File: src/rtl/sdi_ser_pkg.sv
package sdi_ser_pkg;
   localparam int unsigned DEF_WORD_W  = 10;
   localparam int unsigned DEF_SCR_LEN = 9;
   localparam int unsigned DEF_SCR_TAP = 4;
endpackage

File: src/rtl/sdi_word_shifter.sv
module sdi_word_shifter #(
   parameter int unsigned WORD_W = 10,
   localparam int unsigned CNT_W = $clog2(WORD_W),
   localparam int unsigned LAST  = WORD_W - 1
) (
   input  logic              clk,
   input  logic              rst_n,
   input  logic              adv,
   input  logic [WORD_W-1:0] word_in,
   input  logic              word_vld,
   output logic              bit_o,
   output logic [CNT_W-1:0]  cnt_o,
   output logic [WORD_W-1:0] hold_o
);
   logic [WORD_W-1:0] hold_q, sh_q, src, sh_nx;
   logic [CNT_W-1:0]  cnt_q;
   logic              wrap;

   assign wrap  = (cnt_q == CNT_W'(LAST));
   assign src   = wrap ? hold_q : sh_q;
   assign bit_o = src[0];

   for (genvar i = 0; i < WORD_W; i++) begin : g_shift
      if (i == WORD_W - 1) begin : g_top
         assign sh_nx[i] = 1'b0;
      end else begin : g_mid
         assign sh_nx[i] = src[i+1];
      end
   end

   always_ff @(posedge clk) begin
      if (!rst_n) begin
         hold_q <= '0;
         sh_q   <= '0;
         cnt_q  <= CNT_W'(LAST);
      end else begin
         if (word_vld) hold_q <= word_in;
         if (adv) begin
            sh_q  <= sh_nx;
            cnt_q <= wrap ? '0 : cnt_q + 1'b1;
         end
      end
   end

   assign cnt_o  = cnt_q;
   assign hold_o = hold_q;
endmodule

File: src/rtl/sdi_scrambler.sv
module sdi_scrambler #(
   parameter int unsigned SCR_LEN = 9,
   parameter int unsigned SCR_TAP = 4
) (
   input  logic clk,
   input  logic rst_n,
   input  logic adv,
   input  logic din,
   output logic dout
);
   logic [SCR_LEN-1:0] hist_q;

   assign dout = din ^ hist_q[SCR_TAP-1] ^ hist_q[SCR_LEN-1];

   always_ff @(posedge clk) begin
      if (!rst_n)   hist_q <= '0;
      else if (adv) hist_q <= {hist_q[SCR_LEN-2:0], dout};
   end
endmodule

File: src/rtl/sdi_nrzi.sv
module sdi_nrzi (
   input  logic clk,
   input  logic rst_n,
   input  logic adv,
   input  logic din,
   output logic line_o
);
   logic lvl_q;

   always_ff @(posedge clk) begin
      if (!rst_n)   lvl_q <= 1'b0;
      else if (adv) lvl_q <= lvl_q ^ din;
   end

   assign line_o = lvl_q;
endmodule

File: src/rtl/sdi_serializer.sv
module sdi_serializer
   import sdi_ser_pkg::*;
#(
   parameter int unsigned WORD_W  = DEF_WORD_W,
   parameter int unsigned SCR_LEN = DEF_SCR_LEN,
   parameter int unsigned SCR_TAP = DEF_SCR_TAP,
   localparam int unsigned CNT_W  = $clog2(WORD_W)
) (
   input  logic              clk,
   input  logic              rst_n,
   input  logic              bit_en,
   input  logic              lock,
   input  logic [WORD_W-1:0] word_in,
   input  logic              word_vld,
   output logic              sdo,
   output logic              sdo_n
);
   if (WORD_W < 2) begin : g_bad_word
      $error("sdi_serializer: WORD_W must be at least 2");
   end
   if (SCR_LEN < 2 || SCR_TAP < 1 || SCR_TAP >= SCR_LEN) begin : g_bad_scr
      $error("sdi_serializer: need 1 <= SCR_TAP < SCR_LEN");
   end

   logic              adv, raw_bit, scr_bit, line;
   logic [CNT_W-1:0]  bit_cnt;
   logic [WORD_W-1:0] hold_q;

   assign adv = bit_en & lock;

   sdi_word_shifter #(.WORD_W(WORD_W)) u_shift (
      .clk(clk), .rst_n(rst_n), .adv(adv),
      .word_in(word_in), .word_vld(word_vld),
      .bit_o(raw_bit), .cnt_o(bit_cnt), .hold_o(hold_q)
   );

   sdi_scrambler #(.SCR_LEN(SCR_LEN), .SCR_TAP(SCR_TAP)) u_scr (
      .clk(clk), .rst_n(rst_n), .adv(adv), .din(raw_bit), .dout(scr_bit)
   );

   sdi_nrzi u_nrzi (
      .clk(clk), .rst_n(rst_n), .adv(adv), .din(scr_bit), .line_o(line)
   );

   assign sdo   = line;
   assign sdo_n = ~line;
endmodule

File: config.mk
export PLATFORM = sky130hd
export DESIGN_NAME = sdi_serializer
export DESIGN_NICKNAME = d
export VERILOG_FILES = /design/src/rtl/sdi_ser_pkg.sv /design/src/rtl/sdi_word_shifter.sv /design/src/rtl/sdi_scrambler.sv /design/src/rtl/sdi_nrzi.sv /design/src/rtl/sdi_serializer.sv
export SDC_FILE = /design/constraint.sdc
export NUM_CORES = 1
export LEC_CHECK = 0
export CORE_MARGIN = 8
export CORE_UTILIZATION = 60
export CTS_BUF_LIST = sky130_fd_sc_hd__clkbuf_8
export CTS_CLUSTER_SIZE = 14
export DETAILED_ROUTE_END_ITERATION = 16
export PLACE_DENSITY = 0.85
export SLEW_MARGIN = 30
export SYNTH_ARGS = -nofsm -noshare
export SYNTH_HDL_FRONTEND = slang
export SYNTH_SLANG_ARGS = --single-unit
File: constraint.sdc
create_clock -name clk -period 2.45 [get_ports clk]
set_input_delay 0.49 -clock clk [delete_from_list [all_inputs] [get_ports clk]]
set_output_delay 0.49 -clock clk [all_outputs]
set_load 0.05 [all_outputs]
==> results list, run 1 <==
- Wires add up to 2420 um.
- Area contributors post-synth: sky130_fd_sc_hd__dfxtp_1 48%, sky130_fd_sc_hd__mux2i_1 15%, sky130_fd_sc_hd__nand2_1 8.2%
- For the worst setup path, the data arrival time is between 1000 and 1500 ps.
* Stage delay of the slowest cell on the critical path: about 800 ps
- CTS tree: built
- Setup repair after global routing left no endpoint under its margin.
- Origin of the critical flop-to-flop path: u_shift.cnt_o[2]
* Final clock skew: approximately 6.3 ps
* Chip width: ~64 um
- Final Util: 76.0%
- For this design, the slowest cell found on the critical path is sky130_fd_sc_hd__clkdlybuf4s50_1.
* Number of sinks handled by clock tree synthesis: 33
- The number of setup buffers added after CTS is 0.
- Counting instances, the worst hold path has a depth of 2.
- The critical path is of the flop to output pin type.
* Net count reported at finish: 175
- A synthesized cell averages 9.73 um2.
- Post-synth top area cell: sky130_fd_sc_hd__dfxtp_1
* Weighted congestion at the end of routability-driven global placement: a little under 0.7
- Cell Area, Synth: between 1000 and 1500 um2
- Number of clock buffers inserted by TritonCTS: 5
* Maximum number of pins on one net before global-route repair: 35
- Maximum achievable frequency: 505 MHz
- Core Box Area: 2190 um2
- In the final routed layout, each cell accounts on average for 12.9 um.
- In this run the count of I/O pins placed on the die edge is 17.
* Worst hold path class: flop to flop
* Critical-path cell list: inv_1, clkdlybuf4s50_1
- The number of antenna diodes in the final layout is 0.
- Row generation in the floorplan step produced 17 rows.
- At the later pin of the worst-skew pair, clock insertion delay measures 290 ps.
- FF-to-FF End: u_nrzi.line_o
- During placement, the flow inserted port buffers numbering 16.
- After layout, the worst path uses 80.7% of the clock period.
- Number of endpoints failing setup at the final stage: 0
- Height of the die: 64.0 um
- Critical path endpoint category: output pin
- DP Worst Slack: approximately 390 ps
* Clock Tree Root: sky130_fd_sc_hd__clkbuf_8
- The count of final hold-check violations is 0.
- The number of cells on the worst reg-to-reg path is 4.
- The run finished with clean final reports.
- Using the TritonRoute via totals, the vias-per-cell ratio works out to 5.37.
- In this run the worst path has a maximum fanout of 3.
- Number of global-route vias before repair: 987
* Post-synthesis cell type count: 22
- Detailed placement finished with a half-perimeter wire length of 1720 um.
- The number of nets in the synthesized netlist is 157.
- Of the synthesized area, sequential elements account for 47.8%.
* Maximum VDD drop: 0.579 mV
* Yosys Warn Count: 0
- Global routing used 13.2% of the available tracks across all layers.
- The die covers 4090 um2.
* # Max-Cap Violations: 0
- Critical path data required time: approximately 2000 ps
- Routed Antenna Nets: 0
- Slew at the pin with the worst max-slew slack: 616 ps
- Number of detailed-routing iterations run before antenna repair: 4
* Layout overhead on the synthesized area: 20.6%
* Total grt overflow: 0
- Clk slew on worst S/H paths: 70 ps
- Flops & latches, synth: 33
- The worst hold path terminates at u_scr.hist_q[1].
* Total DRC errors in the routed layout: 0
* Worst-case clock buffer depth: 2
- The smallest clock period supported by the final layout is computed as about 2000 ps.
- Once the floorplan was initialized, standard cells occupied 63.0% of the core.
- The worst pin sits at a relative slew slack of between 50 and 60%.
- Leak: 0.753 nW
* Portion of synthesized cell area occupied by the leading cell type: between 40% and 50%
- H-tree depth: 2
* Post-route setup slack: 472 ps
- Dividing total power by cell area gives a power density of ~710 nW/um2.
- Final sum of negative setup slack: 0 ps
* Count of routing violations after the opening detailed-route iteration: 40
- Critical hold path startpoint: u_scr.hist_q[0]
* Wire length of the first global-routing pass: ~4200 um
* Max-slew violation count: 0
- Summing over every cut layer, the via total after detailed routing is 1,009.
* Worst-case register-to-register setup slack: 940 ps
* Hold buffer count at cts: 0
- The number of antenna violations at the first check in global routing came to 0.
- The worst setup path is launched from a flop.
* Resize count post-CTS: 0
- Cells with a size suffix above 1 make up 7.50% of the layout.
- Synthesis produced 142 cells.
-- registers in the layout, summed over array words and instances (netlist names) --
register and count:
u_shift.hold_o 10, u_scr.hist_q 9, u_nrzi.line_o 1, u_shift.cnt_o 4
u_shift.sh_q 9
-- layout by cell type, fill, tap and decap left out, drive strengths merged --
cell and n:
a21boi 9, a21oi 1, and2 3, and2b 1
and4bb 1, buf 4, bufinv 1, clkbuf 5
clkdlybuf4s50 16, clkinv 1, dfxtp 33, inv 1
mux2i 21, nand2 30, nand3 4, nor2b 12
nor3 1, nor3b 1, o211a 8, o21a 1
o21ai 2, or2 1, xnor2 2, xor2 1
-- kinds of logic (layout without fill, tap and decap cells) --
kind of cell              Yosys count  after routing  synth area share [%]
and+or+nand+nor                    54             54                  19.2
DFF                                33             33                  47.8
AOI/OAI and AO/OA                  21             21                  12.3
muxes                              21             21                  15.2
buffers and inverters              10             28                  3.53
xor gates and xnor gates            3              3                  1.90
-- synthesized netlist by cell type --
master / n
sky130_fd_sc_hd__and4bb_1: 1
sky130_fd_sc_hd__or2_2: 1
sky130_fd_sc_hd__xnor2_1: 2
sky130_fd_sc_hd__nand2_1: 30
sky130_fd_sc_hd__o21a_1: 1
sky130_fd_sc_hd__clkbuf_1: 5
sky130_fd_sc_hd__nand3_1: 4
sky130_fd_sc_hd__nor3b_1: 1
sky130_fd_sc_hd__a21oi_1: 1
sky130_fd_sc_hd__mux2i_1: 21
sky130_fd_sc_hd__nor3_1: 1
sky130_fd_sc_hd__o211a_1: 8
sky130_fd_sc_hd__dfxtp_1: 33
sky130_fd_sc_hd__a21boi_0: 9
sky130_fd_sc_hd__nor2b_1: 12
sky130_fd_sc_hd__inv_1: 1
sky130_fd_sc_hd__buf_2: 3
sky130_fd_sc_hd__o21ai_0: 2
sky130_fd_sc_hd__buf_6: 1
sky130_fd_sc_hd__and2b_1: 1
sky130_fd_sc_hd__xor2_1: 1
sky130_fd_sc_hd__and2_1: 3
-- report_power, final --
part	switching, mW	leakage [nW]	internal, mW
logic	0.0602	0.429	0.0719
registers	0.0141	0.270	0.560
clock network	0.185	0.0540	0.295
-- critical path, delay by kind of cell (launching register included) --
family,cells,cell delay [ps]
buffers and inverters,2,870
flip-flops,1,330
-- per-layer routing --
layer / wire, um / vias up / GRT usage, % / part of all wire [%]
met1: 1010 / 479 / 12.9 / 42
met3: 154 / 5 / 7.32 / 6.4
met2: 1210 / 12 / 21.8 / 50
li1: - / 513 / - / -
met5: 0 / - / 0 / 0
met4: 51 / 0 / 7.52 / 2.1
-- how the worst max path moves through the flow --
stage                  startpoint       endpoint  slack (ps)  cells after the start
floorplan           u_nrzi.line_o          sdo_n         970                      1
global placement           bit_en  u_nrzi.line_o         450                      5
detailed placement         bit_en  u_nrzi.line_o         390                      5
CTS                 u_nrzi.line_o          sdo_n         460                      2
global route        u_nrzi.line_o          sdo_n         440                      2
finish              u_nrzi.line_o          sdo_n         470                      2
-- cell type report --
class                           count  area (um2)
Multi-Input combinational cell     99         672
Tap cell                           28        35.0
Clock buffer                        5        68.8
Fill cell                         150         526
Timing Repair Buffer               20         190
Sequential cell                    33         661
Clock inverter                      2        35.0
Inverter                            1        3.75
-- through the flow --
step	area, um2	hold WS (ps)	instances	total power, mW
after global placement	1560	446	181	0.714
after CTS	1670	462	188	1.20
after detailed placement	1560	455	181	0.719
final	1670	460	188	1.19
after floorplan	1380	436	142	0.676
after global routing	1670	486	188	1.24
Power figures use the tool's default switching activity.
==> inputs of run 2 (changes only) <==
--- a/config.mk
+++ b/config.mk
@@ -6,11 +6,11 @@
 export NUM_CORES = 1
 export LEC_CHECK = 0
 export CORE_MARGIN = 8
-export CORE_UTILIZATION = 60
+export CORE_UTILIZATION = 51
 export CTS_BUF_LIST = sky130_fd_sc_hd__clkbuf_8
 export CTS_CLUSTER_SIZE = 14
 export DETAILED_ROUTE_END_ITERATION = 16
-export PLACE_DENSITY = 0.85
+export PLACE_DENSITY = 0.77
 export SLEW_MARGIN = 30
 export SYNTH_ARGS = -nofsm -noshare
 export SYNTH_HDL_FRONTEND = slang
==> constraint.sdc (replaced) <==
create_clock -name clk -period 1.8 [get_ports clk]
set_input_delay 0.36 -clock clk [delete_from_list [all_inputs] [get_ports clk]]
set_output_delay 0.36 -clock clk [all_outputs]
set_load 0.05 [all_outputs]
==> run 2 against run 1 <==
  * Via count fell by 1.6%
  * Total power rose by 23%
  * Count of clock-buffer cells in the layout unchanged
  * Setup slack got worse by 190 ps
==> results list, run 2 (same netlist as run 1, synthesis figures left out) <==
* Final critical-path required period: around 1500 ps
* Critical Path Fanout Max: 5
- OpenSTA, run right after detailed placement, puts the worst setup slack at 81.0 ps.
- Top library cells by usage in the layout, fill and taps aside: 33 x sky130_fd_sc_hd__dfxtp_1, 30 x sky130_fd_sc_hd__nand2_1, 21 x sky130_fd_sc_hd__mux2i_1, 14 x sky130_fd_sc_hd__clkdlybuf4s50_1, 12 x sky130_fd_sc_hd__nor2b_1
- Counting the fill cells in the layout gives 250.
- Compared with the post-synthesis result, the final layout area differs by 19.8%.
- On the final layout, the worst clock skew is 3.39 ps.
* Height of the die: 68.0 um
* Wire length after detailed routing: 2400 um
- The number of gates resized after CTS was 0.
* Total buffers and inverters traversed by the critical path: 0
- Chip width: 68.0 um
- Number of clock buffers inserted by TritonCTS: 5
- Number of flip-flops in the largest register: 10
- Net count reported at finish: 177
- In the final routed layout, each cell accounts on average for ~12 um.
* Final sum of negative setup slack: 0 ps
- Insertion delay to the later sink of the worst-skew pair: 270 ps
- The flow ran to the end, and the final reports show no timing, DRC or antenna violations.
- Leaving out fill and tap cells, the most frequent cell in the layout is sky130_fd_sc_hd__dfxtp_1.
- At the worst endpoint, the required time is 2000 ps.
* Initial Utilization: 51.9%
* Final Util: 62.2%
* Hold Vio Cnt, Final: 0
* Most frequent cell on the critical path: sky130_fd_sc_hd__mux2i_1
- Number of endpoints failing setup at the final stage: 0
* # Max-Cap Violations: 0
* Cell with the largest stage delay on the worst path: sky130_fd_sc_hd__dfxtp_1
- STA classifies the critical path startpoint as a flop.
* Number of I/O pins: 17
- Hold buffer count at cts: 0
- For this run the aggregate overflow at the end of global routing stands at 0.
- Detailed placement ended at an HPWL of 1670 um.
- Buffers placed on the I/O ports in this run total 16.
- Vias post-DR: 993
* Placement Rows: 19
- Total DRC errors in the routed layout: 0
* Fraction of final layout cells sized beyond drive strength 1: 8.59%
- Once routing completed, OpenROAD measured the worst setup slack at 280 ps.
* Critical-path cell list: and4bb_1, mux2i_1, mux2i_1, mux2i_1
- Clock-pin slew was measured on the worst setup and hold paths at approximately 60 ps.
- The first global-routing pass estimated about 4300 um of wire.
- 0 antenna diodes ended up in the layout.
- Number of sinks handled by clock tree synthesis: 33
- Max-slew violation count: 0
- Count of routing violations after the opening detailed-route iteration: 69
- Before antenna repair, the detailed router went through 4 iterations.
* Initial antenna violation count: 0
* Weighted congestion at the end of routability-driven global placement: ~0.7
- The path class of the tightest hold or removal check is flop to flop.
- The die covers 4630 um2.
- Maximum VDD drop: 0.901 mV
- The detail route stage leaves a number of antenna-violating nets equal to 0.
* Critical path data arrival time: 1720 ps
- Setup repair after global routing left no endpoint under its margin.
- Pwr/cell area: 883 nW/um2
- Maximum achievable frequency: 658 MHz
- Entering global routing, the biggest net connects 35 pins.
* Setup Buffers After CTS: 0
- Headroom to the max-slew limit came out at 81.1%.
- Critical path endpoint category: flop
- The worst setup path is of the flop to flop kind.
- The longest clock path from root to sink contains 2 buffers.
- The analysis attributes to cell leakage a power of 0.762 nW.
- Clock Tree Root: sky130_fd_sc_hd__clkbuf_8
* Vias per cell: 5.12
- H-tree depth: 2
- For this run, the total global-route usage over all layers was measured as about an eighth.
* Core Box Area: 2660 um2
- TritonCTS built the clock tree.
- Number of global-route vias before repair: 1,020
- Stage delay of the slowest cell on the critical path: between 300 and 400 ps
- CP top delay family: multiplexers
- The worst path uses 84.5% of the clock period.
* Slew at the pin with the worst max-slew slack: 284 ps
==> run 2: where the power goes <==
part | internal [mW] | total [mW] | switching, mW
Sequential | 0.763 | 0.781 | 0.0183
Clock | 0.257 | 0.497 | 0.240
Combinational | 0.0999 | 0.183 | 0.0833
==> run 2: per-stage QoR <==
stage | cell area (um2) | total power [mW] | hold WS [ps] | instances
6_report | 1660 | 1.46 | 463 | 194
5_1_grt | 1660 | 1.54 | 489 | 194
4_1_cts | 1660 | 1.48 | 471 | 194
3_5_place_dp | 1580 | 0.982 | 462 | 186
3_3_place_gp | 1580 | 0.976 | 447 | 186
2_1_floorplan | 1380 | 0.921 | 436 | 142
==> run 2: layout make-up <==
type,count,area [um2],area share [%]
clock buffers,5,68.8,4.16
multi-input cells,99,672,40.6
inverters,1,3.75,0.227
repair buffers,22,200,12.1
clock inverters,3,11.3,0.680
well taps,31,38.8,2.34
flip-flops and latches,33,661,39.9
==> run 2: worst min-delay path, delay by kind of cell, from the launching register on <==
family           cells  cell delay (ps)
AO/OA/AOI/OAI        1               70
AND/OR/NAND/NOR      1               50
flip-flops           1              310
==> run 2: path summary, 6_finish.rpt <==
check                         from               to  slack [ps]  depth (start not counted)
setup / recovery  u_shift.cnt_o[2]    u_nrzi.line_o         280                          4
hold / removal     u_scr.hist_q[0]  u_scr.hist_q[1]         460                          2
setup reg to reg  u_shift.cnt_o[2]    u_nrzi.line_o         280                          4
hold reg to reg    u_scr.hist_q[0]  u_scr.hist_q[1]         460                          2
==> run 2: layer usage <==
| layer | global-route usage, % | vias up | part of all wire, % |
|---|---|---|---|
| li1 | - | 519 | - |
| met1 | 12.9 | 462 | 45 |
| met2 | 21.1 | 10 | 51 |
| met3 | 5.24 | 2 | 3.8 |
| met4 | 3.84 | 0 | 0.88 |
| met5 | 0 | - | 0 |
==> inputs of run 3 (changes only) <==
--- a/config.mk
+++ b/config.mk
@@ -6,11 +6,11 @@
 export NUM_CORES = 1
 export LEC_CHECK = 0
 export CORE_MARGIN = 8
-export CORE_UTILIZATION = 51
+export CORE_UTILIZATION = 56
 export CTS_BUF_LIST = sky130_fd_sc_hd__clkbuf_8
 export CTS_CLUSTER_SIZE = 14
 export DETAILED_ROUTE_END_ITERATION = 16
-export PLACE_DENSITY = 0.77
+export PLACE_DENSITY = 0.8
 export SLEW_MARGIN = 30
 export SYNTH_ARGS = -nofsm -noshare
 export SYNTH_HDL_FRONTEND = slang
==> constraint.sdc (replaced) <==
create_clock -name clk -period 1.5 [get_ports clk]
set_input_delay 0.3 -clock clk [delete_from_list [all_inputs] [get_ports clk]]
set_output_delay 0.3 -clock clk [all_outputs]
set_load 0.05 [all_outputs]
==> run 3 against run 2 <==
  * Utilization rose by 9.6 points
  * Design area grew 4.5%
  * Flip-flop and latch count stayed put
  * First-iteration DRC count fell by 72%
  * Via count stayed put
  * Routed wire length is 4.8% higher
  * Die area fell by 6.9%
  * Register-to-register slack worse by 240 ps
  * Sequential share of layout area fell by 1.6 points
  * Highest routed layer unchanged
==> results list, run 3 (same netlist as run 1, synthesis figures left out) <==
- Status: complete, no violations
* Final Util: 71.8%
* Post-route setup slack: 39.0 ps
- The total overflow left after global routing is 0.
* Layout overhead on the synthesized area: 25.2%
- The number of setup buffers added after CTS is 0.
- Worst-case clock buffer depth: 2
* Top library cells by usage in the layout, fill and taps aside: 31 x sky130_fd_sc_hd__dfxtp_1, 30 x sky130_fd_sc_hd__nand2_1, 21 x sky130_fd_sc_hd__mux2i_1, 14 x sky130_fd_sc_hd__clkdlybuf4s50_1, 12 x sky130_fd_sc_hd__nor2b_1
- Worst-case register-to-register setup slack: approximately 39 ps
- After the last flow step, the layout net total stands at 180.
- PortBufs: 16
- Maximum achievable frequency: 684 MHz
* Vias per cell: 5.07
* Hold Vio Cnt, Final: 0
* Critical-path cell list: and4bb_1, mux2i_1, mux2i_1, mux2i_1
- Registers take 663 um2.
- In the final layout, the share of cells above drive strength 1 is 11.4%.
- In this run the horizontal extent of the chip is 65.7 um.
- Number of standard cells in the layout, taps in and fillers out: 196
- Number of sinks handled by clock tree synthesis: 33
- VDD sags by at most 0.961 mV.
- Overall routing resource usage: 12.6%
- The library cell used most frequently in the layout, excluding fill and tap cells, is sky130_fd_sc_hd__dfxtp_1.
* Startpoint kind of the worst setup timing path: flop
- Total buffers and inverters traversed by the critical path: 0
- Placed cells: 188
* Clk slew on worst S/H paths: 60 ps
- Number of clock buffers inserted by TritonCTS: 5
* H-tree depth: 2
- The tool flagged a number of max-cap violations equal to 0.
* Critical path data arrival time: 1680 ps
* CTS tree: built
- Leak: 0.796 nW
* Final critical-path required period: 1460 ps
- Critical path endpoint category: flop
- In this run, the number of DRC markers left after iteration 0 of detailed routing was 19.
- The HPWL after detailed placement is 1760 um.
- Before CTS, the worst setup slack after placement is -156 ps.
- Power comes to between 1.5 and 2 mW.
- Placement Rows: 18
* Weighted congestion at the end of routability-driven global placement: 0.713
- The worst pin sits at a relative slew slack of 84.0%.
- Final clock skew: 4.29 ps
- The worst hold path passes through 2 cells.
- Post-route worst hold slack: 451 ps
* Critical Path Fanout Max: 2
- Die area: roughly 4300 um2
- The setup path with the least slack is of type flop to flop.
- Setup repair after global routing could not meet its margin everywhere.
- Initial antenna violation count: 0
* Cell with the largest stage delay on the worst path: sky130_fd_sc_hd__dfxtp_2
- Total DRC errors in the routed layout: 0
* Most frequent cell on the critical path: sky130_fd_sc_hd__mux2i_1
* Antenna diodes: 0
* Core Box Area: 2410 um2
- For the worst-skew pair, the clock arrives at the later sink with an insertion delay of 280 ps.
- Count of cell instances traversed by the critical path: 4
- Summing all multi-input logic gate instances after layout gives 672 um2.
- Once the floorplan was initialized, standard cells occupied roughly 57% of the core.
* Wire length per cell: 12.8 um
- Part of the cycle the worst path needs: 97.4%
* Stage delay of the slowest cell on the critical path: 320 ps
- Slew at the pin with the worst max-slew slack: between 200 and 250 ps
- Wire length of the first global-routing pass: slightly above 4000 um
* Vias post-DR: 993
- The via count of the first global-routing pass came to 940.
* Height of the die: ~66 um
* Pwr/cell area: 1030 nW/um2
- The count of nets left with antenna violations once routing finished came out at 0.
* Number of flip-flops in the largest register: 10
* Number of detailed-routing iterations run before antenna repair: 4
- The worst register-to-register path has a depth of 4.
- Maximum number of pins on one net before global-route repair: 35
- Filler instances: 190
- Wire length after detailed routing: 2520 um
- CTS placed an instance of sky130_fd_sc_hd__clkbuf_8 at the clock tree root.
* Critical path data required time: 1720 ps
- In this run the count of I/O pins placed on the die edge is 17.
- Max-slew violation count: 0
- Among cell families on the critical path, the largest total delay comes from multiplexers.
- Number of endpoints failing setup at the final stage: 0
- Worst hold path class: flop to flop
==> run 3: cell count changes in the layout (fill, tap and decap cells not counted), sizes merged <==
cell and delta:
buf +3
==> run 3: final cells by class <==
type	count	area share, %
tap	30	2.17
multi-input combinational	99	38.9
sequential	33	38.4
clock inverter	3	0.651
inverter	1	0.217
timing repair buffer	25	15.8
clock buffer	5	3.98
==> run 3: final timing paths <==
path | from | endpoint
worst max-delay path | u_shift.cnt_o[2] | u_nrzi.line_o
worst min-delay path | u_scr.hist_q[0] | u_scr.hist_q[1]
worst max register to register | u_shift.cnt_o[2] | u_nrzi.line_o
worst min register to register | u_scr.hist_q[0] | u_scr.hist_q[1]
==> run 3: worst reg2reg max path, delay by kind of cell (launching register included) <==
kind,cells,cell delay [ps]
mux,3,750
flops,1,320
simple gates,1,320
==> run 3: metal layers <==
metal | vias up | wire, um | track usage [%]
met3 | 5 | 144 | 6.80
li1 | 524 | - | -
met2 | 14 | 1210 | 18.4
met5 | - | 0 | 0
met1 | 450 | 1110 | 14.2
met4 | 0 | 49 | 7.36
==> run 3: timing repair <==
action | 4_1_cts | 5_1_grt
endpoints found under the setup margin | 0 | 1
hold buffers | 0 | 0
gates resized for setup | 0 | 2
==> run 3: where the power goes <==
group | leakage, nW | total (mW) | internal, mW | switching [mW]
registers | 0.270 | 0.938 | 0.916 | 0.0219
clock network | 0.0519 | 0.605 | 0.308 | 0.297
logic | 0.474 | 0.242 | 0.136 | 0.106
==> run 3: through the flow <==
stage | instance area [um2] | setup TNS (ps)
floorplan | 1380 | 0
global placement | 1650 | -142
detailed placement | 1650 | -336
CTS | 1730 | 0
global route | 1730 | -45.6
finish | 1730 | 0
